$ cat src/rtl/fdct_pkg.sv
package fdct_pkg;

  localparam int BLK_N     = 8;
  localparam int BLK_SZ    = BLK_N * BLK_N;
  localparam int RUN_CYC   = BLK_SZ * BLK_SZ;
  localparam int IDX_W     = $clog2(BLK_SZ);
  localparam int CNT_W     = $clog2(RUN_CYC);
  localparam int COS_W     = 8;
  localparam int COS_FRAC  = 6;
  localparam int POST_SHR  = 2;
  localparam logic signed [COS_W-1:0] INV_SQRT2_Q = 8'sd45;

  typedef enum logic [1:0] {
    REG_DIN  = 2'd0,
    REG_DOUT = 2'd1,
    REG_CMD  = 2'd2,
    REG_STAT = 2'd3
  } reg_sel_e;

  // Magnitudes of round(64*cos(m*pi/16)) for m = 0..8
  function automatic int cos_mag(input int m);
    case (m)
      0:       return 64;
      1:       return 63;
      2:       return 59;
      3:       return 53;
      4:       return 45;
      5:       return 36;
      6:       return 24;
      7:       return 12;
      default: return 0;
    endcase
  endfunction

  // Fold the phase index into the first quarter period and restore the sign
  function automatic logic signed [COS_W-1:0] cos_q6(input int pos, input int freq);
    int k;
    int m;
    int val;
    k = ((2 * pos + 1) * freq) % 32;
    m = (k > 16) ? (32 - k) : k;
    if (m <= 8) val = cos_mag(m);
    else        val = -cos_mag(16 - m);
    return COS_W'(val);
  endfunction

endpackage

$ cat src/rtl/fdct_costab.sv
module fdct_costab
  import fdct_pkg::*;
(
  input  logic [2:0]              pos_a,
  input  logic [2:0]              freq_a,
  input  logic [2:0]              pos_b,
  input  logic [2:0]              freq_b,
  output logic signed [COS_W-1:0] coef_a,
  output logic signed [COS_W-1:0] coef_b
);

  logic signed [COS_W-1:0] tab [BLK_SZ];

  for (genvar p = 0; p < BLK_N; p++) begin : g_pos
    for (genvar f = 0; f < BLK_N; f++) begin : g_frq
      assign tab[p*BLK_N + f] = cos_q6(p, f);
    end
  end

  assign coef_a = tab[{pos_a, freq_a}];
  assign coef_b = tab[{pos_b, freq_b}];

endmodule

$ cat src/rtl/fdct_engine.sv
module fdct_engine
  import fdct_pkg::*;
#(
  parameter int SAMP_W = 12,
  parameter int OUT_W  = 16,
  parameter int ACC_W  = SAMP_W + 14
) (
  input  logic                     clk,
  input  logic                     rst_n,
  input  logic                     start,
  input  logic signed [SAMP_W-1:0] sample,
  output logic [IDX_W-1:0]         smp_idx,
  output logic                     busy,
  output logic                     finish,
  output logic                     res_we,
  output logic [IDX_W-1:0]         res_idx,
  output logic signed [OUT_W-1:0]  res_val
);

  localparam int P1_W = SAMP_W + COS_W;
  localparam int P2_W = P1_W + COS_W;
  localparam int SC_W = ACC_W + COS_W;
  localparam logic [CNT_W-1:0] CNT_LAST = CNT_W'(RUN_CYC - 1);
  localparam logic [IDX_W-1:0] IDX_LAST = IDX_W'(BLK_SZ - 1);

  logic                    busy_q, busy_d;
  logic [CNT_W-1:0]        cnt_q, cnt_d;
  logic signed [ACC_W-1:0] acc_q, acc_d;

  logic [2:0] u_f, v_f, x_p, y_p;
  logic signed [COS_W-1:0] cx, cy;
  logic signed [P1_W-1:0]  p1, s1;
  logic signed [P2_W-1:0]  p2, s2;
  logic signed [ACC_W-1:0] term, acc_sum;
  logic signed [SC_W-1:0]  sc0, sc1, sc2;
  logic                    inner_first, inner_last, run_last;

  assign u_f = cnt_q[11:9];
  assign v_f = cnt_q[8:6];
  assign x_p = cnt_q[5:3];
  assign y_p = cnt_q[2:0];

  fdct_costab u_costab (
    .pos_a  (x_p),
    .freq_a (u_f),
    .pos_b  (y_p),
    .freq_b (v_f),
    .coef_a (cx),
    .coef_b (cy)
  );

  assign inner_first = (cnt_q[IDX_W-1:0] == '0);
  assign inner_last  = (cnt_q[IDX_W-1:0] == IDX_LAST);
  assign run_last    = busy_q && (cnt_q == CNT_LAST);

  // One product term per cycle: sample * row factor, rescale, * column factor, rescale
  always_comb begin
    p1      = P1_W'(sample) * P1_W'(cx);
    s1      = p1 >>> COS_FRAC;
    p2      = P2_W'(s1) * P2_W'(cy);
    s2      = p2 >>> COS_FRAC;
    term    = ACC_W'(s2);
    acc_sum = (inner_first ? '0 : acc_q) + term;
  end

  // Normalisation on the completed sum
  always_comb begin
    sc0 = SC_W'(acc_sum);
    sc1 = (u_f == 3'd0) ? ((sc0 * SC_W'(INV_SQRT2_Q)) >>> COS_FRAC) : sc0;
    sc2 = (v_f == 3'd0) ? ((sc1 * SC_W'(INV_SQRT2_Q)) >>> COS_FRAC) : sc1;
  end

  always_comb begin
    busy_d = busy_q;
    cnt_d  = cnt_q;
    acc_d  = acc_q;
    if (start) begin
      busy_d = 1'b1;
      cnt_d  = '0;
    end else if (busy_q) begin
      cnt_d = cnt_q + 1'b1;
      acc_d = acc_sum;
      if (run_last) busy_d = 1'b0;
    end
  end

  always_ff @(posedge clk or negedge rst_n) begin
    if (!rst_n) begin
      busy_q <= 1'b0;
      cnt_q  <= '0;
      acc_q  <= '0;
    end else begin
      busy_q <= busy_d;
      cnt_q  <= cnt_d;
      acc_q  <= acc_d;
    end
  end

  assign smp_idx = cnt_q[IDX_W-1:0];
  assign busy    = busy_q;
  assign finish  = run_last;
  assign res_we  = busy_q && inner_last;
  assign res_idx = cnt_q[CNT_W-1:IDX_W];
  assign res_val = OUT_W'(sc2 >>> POST_SHR);

endmodule

$ cat src/rtl/fdct_regif.sv
module fdct_regif
  import fdct_pkg::*;
#(
  parameter int SAMP_W = 12,
  parameter int OUT_W  = 16
) (
  input  logic                     clk,
  input  logic                     rst_n,
  input  logic                     wr_en,
  input  logic                     rd_en,
  input  logic [1:0]               addr,
  input  logic [SAMP_W-1:0]        wdata,
  output logic [OUT_W-1:0]         rdata,
  input  logic                     busy,
  input  logic                     finish,
  input  logic                     res_we,
  input  logic [IDX_W-1:0]         res_idx,
  input  logic signed [OUT_W-1:0]  res_val,
  input  logic [IDX_W-1:0]         smp_idx,
  output logic signed [SAMP_W-1:0] sample,
  output logic                     start,
  output logic                     done
);

  logic signed [SAMP_W-1:0] in_mem  [BLK_SZ];
  logic signed [OUT_W-1:0]  out_mem [BLK_SZ];

  logic [IDX_W-1:0] push_q, push_d;
  logic [IDX_W-1:0] pop_q, pop_d;
  logic             done_q, done_d;
  logic [OUT_W-1:0] rdata_q, rdata_d;
  logic             push_en, pop_en, rd_any;

  assign start   = wr_en && (reg_sel_e'(addr) == REG_CMD) && wdata[0] && !busy;
  assign push_en = wr_en && (reg_sel_e'(addr) == REG_DIN) && !busy;
  assign pop_en  = rd_en && (reg_sel_e'(addr) == REG_DOUT) && !busy;
  assign rd_any  = rd_en;

  always_comb begin
    push_d = push_q;
    pop_d  = pop_q;
    done_d = done_q;
    if (start) begin
      push_d = '0;
      pop_d  = '0;
      done_d = 1'b0;
    end else begin
      if (push_en) push_d = push_q + 1'b1;
      if (pop_en)  pop_d  = pop_q + 1'b1;
      if (finish)  done_d = 1'b1;
    end
  end

  always_comb begin
    rdata_d = rdata_q;
    if (rd_any) begin
      case (reg_sel_e'(addr))
        REG_DOUT: rdata_d = busy ? '0 : OUT_W'(out_mem[pop_q]);
        REG_STAT: rdata_d = OUT_W'({busy, done_q});
        default:  rdata_d = '0;
      endcase
    end
  end

  always_ff @(posedge clk or negedge rst_n) begin
    if (!rst_n) begin
      push_q  <= '0;
      pop_q   <= '0;
      done_q  <= 1'b0;
      rdata_q <= '0;
    end else begin
      push_q  <= push_d;
      pop_q   <= pop_d;
      done_q  <= done_d;
      if (rd_any) rdata_q <= rdata_d;
    end
  end

  always_ff @(posedge clk) begin
    if (push_en) in_mem[push_q] <= wdata;
  end

  always_ff @(posedge clk) begin
    if (res_we) out_mem[res_idx] <= res_val;
  end

  assign sample = in_mem[smp_idx];
  assign rdata  = rdata_q;
  assign done   = done_q;

endmodule

$ cat src/rtl/fdct_coproc.sv
module fdct_coproc
  import fdct_pkg::*;
#(
  parameter int SAMP_W = 12,
  parameter int OUT_W  = 16
) (
  input  logic              clk,
  input  logic              rst_n,
  input  logic              wr_en,
  input  logic              rd_en,
  input  logic [1:0]        addr,
  input  logic [SAMP_W-1:0] wdata,
  output logic [OUT_W-1:0]  rdata
);

  logic [1:0] rst_sync_q;
  logic       rst_core_n;

  always_ff @(posedge clk or negedge rst_n) begin
    if (!rst_n) rst_sync_q <= 2'b00;
    else        rst_sync_q <= {rst_sync_q[0], 1'b1};
  end
  assign rst_core_n = rst_sync_q[1];

  logic                     start, busy, finish, done, res_we;
  logic [IDX_W-1:0]         res_idx, smp_idx;
  logic signed [OUT_W-1:0]  res_val;
  logic signed [SAMP_W-1:0] sample;

  fdct_regif #(.SAMP_W(SAMP_W), .OUT_W(OUT_W)) u_regif (
    .clk     (clk),
    .rst_n   (rst_core_n),
    .wr_en   (wr_en),
    .rd_en   (rd_en),
    .addr    (addr),
    .wdata   (wdata),
    .rdata   (rdata),
    .busy    (busy),
    .finish  (finish),
    .res_we  (res_we),
    .res_idx (res_idx),
    .res_val (res_val),
    .smp_idx (smp_idx),
    .sample  (sample),
    .start   (start),
    .done    (done)
  );

  fdct_engine #(.SAMP_W(SAMP_W), .OUT_W(OUT_W)) u_engine (
    .clk     (clk),
    .rst_n   (rst_core_n),
    .start   (start),
    .sample  (sample),
    .smp_idx (smp_idx),
    .busy    (busy),
    .finish  (finish),
    .res_we  (res_we),
    .res_idx (res_idx),
    .res_val (res_val)
  );

endmodule

$ cat config.mk
export PLATFORM = sky130hd
export DESIGN_NAME = fdct_coproc
export DESIGN_NICKNAME = d
export VERILOG_FILES = /design/src/rtl/fdct_pkg.sv /design/src/rtl/fdct_costab.sv /design/src/rtl/fdct_engine.sv /design/src/rtl/fdct_regif.sv /design/src/rtl/fdct_coproc.sv
export SDC_FILE = /design/constraint.sdc
export NUM_CORES = 2
export LEC_CHECK = 0
export BUFFER_PORTS_ARGS = -buffer_cell sky130_fd_sc_hd__buf_2
export CORE_ASPECT_RATIO = 1.5
export CORE_MARGIN = 5
export CORE_UTILIZATION = 64
export DETAILED_ROUTE_END_ITERATION = 7
export HOLD_SLACK_MARGIN = 0.02
export PLACE_DENSITY_LB_ADDON = 0.2
export SETUP_SLACK_MARGIN = 0.2
export SLEW_MARGIN = 20
export SYNTH_ARGS = -nofsm -noshare
export SYNTH_HDL_FRONTEND = slang
export SYNTH_SLANG_ARGS = --single-unit
$ cat constraint.sdc
create_clock -name clk -period 2.81 [get_ports clk]
set_clock_uncertainty 0.05 [all_clocks]
set_input_delay 0.281 -clock clk [delete_from_list [all_inputs] [get_ports clk]]
set_output_delay 0.281 -clock clk [all_outputs]
set_load 0.01 [all_outputs]
* Word-level counts from Yosys, hierarchy flattened *
Memory sizes are Yosys's and may differ from the RTL's.
Cells that the tools add are included.
W data, S select, Z words.

operators by class
  add/subtract/negate cells = 4
  reductions and logical operators = 19
  $lt $le $gt $ge = 2
  multipliers = 4
  muxes and demuxes = 24
  equal/unequal tests = 5
  bitwise gates (word level) = 3

operators with widths
  kind                     count
  $mul A34 B7 Y24 const B  1
  $mux W34                 1
  $mul A26 B7 Y33 const B  1
  $mux W8                  4
  $pmux W16 S2             1
  $add A26 B26 Y26         1
  $mux W26                 1
  $mux W12                 2
  $mux W6                  4
  $mul A14 B8 Y22          1
  $mul A12 B8 Y20          1
  $mux W18                 1
  $mux W16                 1
  $ge A7 B7 Y1 const B     2
  $not A6 Y7               2
  $add A12 B1 Y12 const B  1
  $add A6 B1 Y6 const B    2
  $eq A12 B12 Y1 const B   1
  $logic_and A1 B1 Y1      9
  $mux W1                  9
  $reduce_bool A2 Y1       4
  $eq A6 B6 Y1 const B     1
  $logic_not A3 Y1         2
  $logic_not A6 Y1         1
  other kinds (6)          7

storage, ports and cells
  output and inout port bits = 16
  word-level logic and storage cells = 73
  register bits after elaboration = 70
  memory bits (read-only) = 1024
  bits of input ports = 18
  bits in writable memories = 1792
  memories kept = 4

memory list
  name             words  width  rd ports  clocked after memory_dff  write ports  line               RTL
  u_regif.out_mem  64     16     1         0                         1            fdct_regif.sv:26   logic signed [OUT_W-1:0] out_mem [BLK_SZ];
  u_regif.in_mem   64     12     1         0                         1            fdct_regif.sv:25   logic signed [SAMP_W-1:0] in_mem [BLK_SZ];
  (no name shown)  64     8      1         0                         0            fdct_costab.sv:21  assign coef_b = tab[{pos_b, freq_b}];
  (no name shown)  64     8      1         0                         0            fdct_costab.sv:20  assign coef_a = tab[{pos_a, freq_a}];

* Depth between registers and ports, before layout *
  depth after elaboration = 11
  depth in mapped cells = 92
  gate-level depth less buffers = 90

* Cells and area by module *
From an unflattened synthesis, not the netlist that was laid out.

second synthesis, totals
  cells, all modules = 5385
  area, all modules = 88580.0 um2

modules (own cells, without submodules)
  module       sequential area each (um2)  times used  cells each  area an instance (um2)
  fdct_regif   54537.3                     1           3123        70048.4
  fdct_engine  975.9                       1           1952        16404.5
  fdct_costab  0.0                         1           307         2073.2
  fdct_coproc  50.0                        1           3           53.8

* Least setup slack after synthesis *
OpenSTA, ideal clock, no wires.

  path type = register -> register
  start = register u_engine.cnt_q[0]
  end = memory u_regif.out_mem[0][13] (data pin)
  cell stages (with the launch flop) = 84
  slack = -19710 ps
  data required time = 2059 ps
  clock period less this slack = 22520 ps
  path buffers = 3
  arrival = 21769 ps
  library setup time = 701 ps
  path through = dfrtp_1 > clkbuf_1 > clkbuf_1 > buf_1 > mux4_2 > mux4_2 > mux2_2 > o21ai_1 > nor2_1 > fa_1 > inv_1 > fa_1 > inv_1 > fa_1 > inv_1 > fa_1 > inv_1 > ha_1 > (+48 left out) > a21oi_1 > inv_1 > a21oi_1 > xnor2_1 > nor2_1 > a21oi_1 > ha_1 > ha_1 > fa_1 > inv_1 > fa_1 > inv_1 > ha_1 > nand3_1 > o2111ai_1 > a21oi_1 > xor2_1 > o21ai_0

between the ends
  word-level cells in the longest chain between the ends = 10
  elaborated cells between the ends (all ways) = 14
  those cells by class = 1 x add/sub; 4 x mul; 5 x mux; 1 x bitwise; 1 x reduce/logical; 2 x memory

ends and longest elaborated chain
  element                                                  line               RTL
  from (decl)                                              fdct_engine.sv:27  logic [CNT_W-1:0] cnt_q, cnt_d;
  from (signal assigned)                                   fdct_engine.sv:94  cnt_q <= cnt_d;
  branches (longest 5 deep; another with $mul A14 B8 Y22)  -
  $add A26 B26 Y26 (*)                                     fdct_engine.sv:63  acc_sum = (inner_first ? '0 : acc_q) + term;
  named net u_engine.acc_sum[17]                           fdct_engine.sv:34  logic signed [ACC_W-1:0] term, acc_sum;
  $mul A26 B7 Y33                                          fdct_engine.sv:69  sc1 = (u_f == 3'd0) ? ((sc0 * SC_W'(INV_SQRT2_Q)) >>> COS_FRAC) : sc0;
  $mux W34 (*)                                             fdct_engine.sv:69
  $mul A34 B7 Y24                                          fdct_engine.sv:70  sc2 = (v_f == 3'd0) ? ((sc1 * SC_W'(INV_SQRT2_Q)) >>> COS_FRAC) : sc1;
  $mux W18 (*)                                             fdct_engine.sv:70
  named net res_val[13]                                    fdct_coproc.sv:27  logic signed [OUT_W-1:0] res_val;
  to (decl)                                                fdct_regif.sv:26

Mark *: on every way through the listed nets, which the timed path passes. The select of a mux whose other input is x is not followed.

* Worst setup path in the final report *
  start = register u_engine.cnt_q[0]
  end = memory u_regif.out_mem[16][15] (data pin)

Same word-level chain as after synthesis.

==> flow_summary.json <==
{
  "status": "finished, violations left",
  "failed_checks": "negative setup slack",
  "syn_nets": 5532,
  "async_reset_ff_frac": 0.03759,
  "dieArea_um2": 143900,
  "cts_tree": "built",
  "critPathBufInv": 21,
  "syn_avg_cell_area_um2": 17.37,
  "worst_pin_slew_ps": 861.0,
  "cp_max_fo": 8,
  "hp-start": "wdata[1]",
  "area_growth_pct": 21.30,
  "wl_per_cell_um": 30.78,
  "r2r_end": "u_regif.out_mem[16][15]",
  "path_class": "flip-flop to flip-flop",
  "cp-startpoint": "u_engine.cnt_q[0]",
  "dr_total_vias": 51570,
  "fin_crit_ps": 19200,
  "port_buffers": 33,
  "start_util": 0.6411,
  "r2r_cells": 87,
  "synth-edff-count": 1792,
  "max_freq_ghz": 0.05207,
  "hold_viol": 0,
  "dieHeight_um": 462.1,
  "clkTransAtPathRegs_ps": 70,
  "grt_pass1_vias": 53320,
  "slew_headroom": 0.4260,
  "dp_hpwl_um": 148100,
  "drtIter0Drc": 6135,
  "synth.distinct_cells": 86,
  "die_w_um": 311.4,
  "cts.sinks": 1862,
  "timing.rr.start": "u_engine.cnt_q[0]",
  "drc_errors": 0,
  "grt_setup_unrepaired": "yes",
  "finalCritPeriodShare": 6.834,
  "ant_nets": 0,
  "nNetsFinal": 6525,
  "fin_setup_tns_ps": -16458800,
  "yosys_most_used_dff": "edfxtp_1",
  "grt_overflow": 0,
  "worstSetupEndpointType": "flip-flop",
  "hold_depth": 1,
  "synth-seq-cells": 1862,
  "crit_slowest_cell": "mux4_2",
  "crit_path_max_incr_delay_ps": 590,
  "yosys.area.top_type": "edfxtp_1",
  "grt_max_degree": 65,
  "arrival_ps": 19720,
  "drive_gt1_frac": 0.3498,
  "n_fill_cell": 7109,
  "synthTopCellsByCount": "1792 x edfxtp_1, 579 x mux4_2, 454 x inv_1",
  "yosysMostFrequentCell": "edfxtp_1",
  "yosysWarnings": 0,
  "max-cap-violations": 0,
  "syn_inst": 5020,
  "routed_wl_um": 243700,
  "worst_slack_ps": -16390,
  "path_common_cell": "fa_1",
  "clockBufferDepth": 3,
  "core_um2": 136000,
  "setup_viol": 2134,
  "antenna_found_initial": 3,
  "synthTopCellsByArea": "edfxtp_1 62%, mux4_2 15%, fa_1 5.7%",
  "grt_first_pass_wirelength_um": 344700,
  "worstHoldEndpoint": "u_regif.in_mem[63][1]",
  "crit_family": "adder cells",
  "clk_latency_ps": 830,
  "fp-row-count": 166,
  "io_pins": 34,
  "cts_buffers": 162,
  "rrSetupSlack_ps": -16390,
  "viasPerCell": 6.512,
  "min_path_type": "input pin to flip-flop",
  "track_usage": 0.3270,
  "netlist_area_um2": 87210,
  "synth_top_area_frac": 0.6170,
  "cts-root-buf": "clkbuf_16",
  "drt-pass1-iter-count": 7,
  "cp.required_ps": 3330,
  "startpoint_type": "flip-flop",
  "cts_max_level": 4,
  "routabilityCongestion": 0.8707,
  "synth-seq-area-share": 0.6371,
  "drv_slew": 0
}
[layout by cell type, fill, tap and decap left out, types with 15 or more instances in the layout]
cell / count
nand4_1: 17
buf_2: 30
nand2_1: 163
mux4_2: 579
nor3_1: 31
buf_6: 22
a21o_1: 21
fa_1: 245
ha_4: 25
clkinv_1: 30
clkbuf_1: 31
clkinv_2: 28
mux2i_1: 28
edfxtp_1: 1792
and2_1: 34
bufinv_16: 16
o21ai_0: 74
a21oi_2: 26
nor2_1: 372
dlygate4sd3_1: 15
dfrtp_1: 59
nor2_2: 18
clkbuf_16: 185
buf_4: 806
inv_1: 438
inv_2: 15
a21oi_1: 89
or2_2: 28
buf_12: 145
xor2_1: 25
o21a_1: 17
ha_1: 217
mux2_2: 29
nand2b_1: 21
xnor2_1: 64
nor2b_1: 18
nand3_1: 40
o211ai_1: 16
[sequential cells by signal (all words and copies together) (netlist names)]
register         cells
u_regif.out_mem   1024
u_regif.in_mem     768
u_engine.acc_q      26
u_regif.rdata       16
u_engine.cnt_q      12
u_regif.pop_q        6
u_regif.push_q       6
rst_sync_q           2
u_engine.busy        1
u_regif.done         1
[final cells by class]
class                      instances  area, µm²  share of cell area
clock inverter                    98       1074             0.01015
sequential                      1862      55590              0.5255
tap                             1764       2207             0.02086
multi-input combinational       2474      30410              0.2874
clock buffer                     203       4364             0.04125
timing repair buffer            1057      10420             0.09852
inverter                         456       1715             0.01621
antenna                            5      12.51           0.0001183
[routing by layer]
metal,part of all wire,vias up,track usage
met4,0.075,0,0.1740
met5,0,-,0
li1,-,21240,-
met2,0.53,3066,0.5847
met1,0.32,26490,0.3834
met3,0.076,771,0.05368
[logic make-up after synthesis]
kind of cell	count (synthesis)	share of synthesized area
buf+inv	684	0.02962
flops	1862	0.6371
fa+ha+maj	495	0.09252
xor+xnor	110	0.01145
compound gates	403	0.02970
other cells	1	0.00004300
mux	641	0.1571
simple gates	824	0.04244
[worst max-delay path by stage]
stage / depth (start not counted) / slack [ps] / to
final: 87 / -16390 / u_regif.out_mem[16][15]
after global routing: 87 / -17220 / u_regif.out_mem[16][15]
after CTS: 85 / -16310 / u_regif.out_mem[30][15]
after detailed placement: 82 / -16620 / u_regif.out_mem[40][15]
after global placement: 83 / -16370 / u_regif.out_mem[40][15]
after floorplan: 88 / -16260 / u_regif.out_mem[0][15]
[through the flow]
stage,instances,hold slack [ps],setup slack (ps),instance area (µm²),utilization
6_report,7919,90.80,-16390,105800,0.7777
3_3_place_gp,7488,17.32,-16370,97870,0.7194
3_5_place_dp,7488,23.14,-16620,97870,0.7194
4_1_cts,7855,47.78,-16310,104400,0.7677
5_1_grt,7915,65.56,-17220,105800,0.7776
2_1_floorplan,5020,-64.59,-16260,87970,-
[worst reg2reg max path: cells and delay by family (launching register included)]
family / cells / cell delay [ps]
compound gates: 24 / 3920
buf+inv: 21 / 2040
mux: 4 / 1430
simple gates: 13 / 1950
xor+xnor: 4 / 740
flops: 1 / 500
fa+ha+maj: 21 / 8330
[repair_timing]
item                                   4_1_cts  5_1_grt
endpoints found under the hold margin      228       67
resized for setup                           89      103
setup buffers                               47       31
hold buffers                                12        3
pin swaps                                   80       83
cloned                                       7       25
setup endpoints to repair                 2296     2410
Power is not shown: default switching activity piles up to over one toggle a cycle in this logic, so the estimate is an artifact.
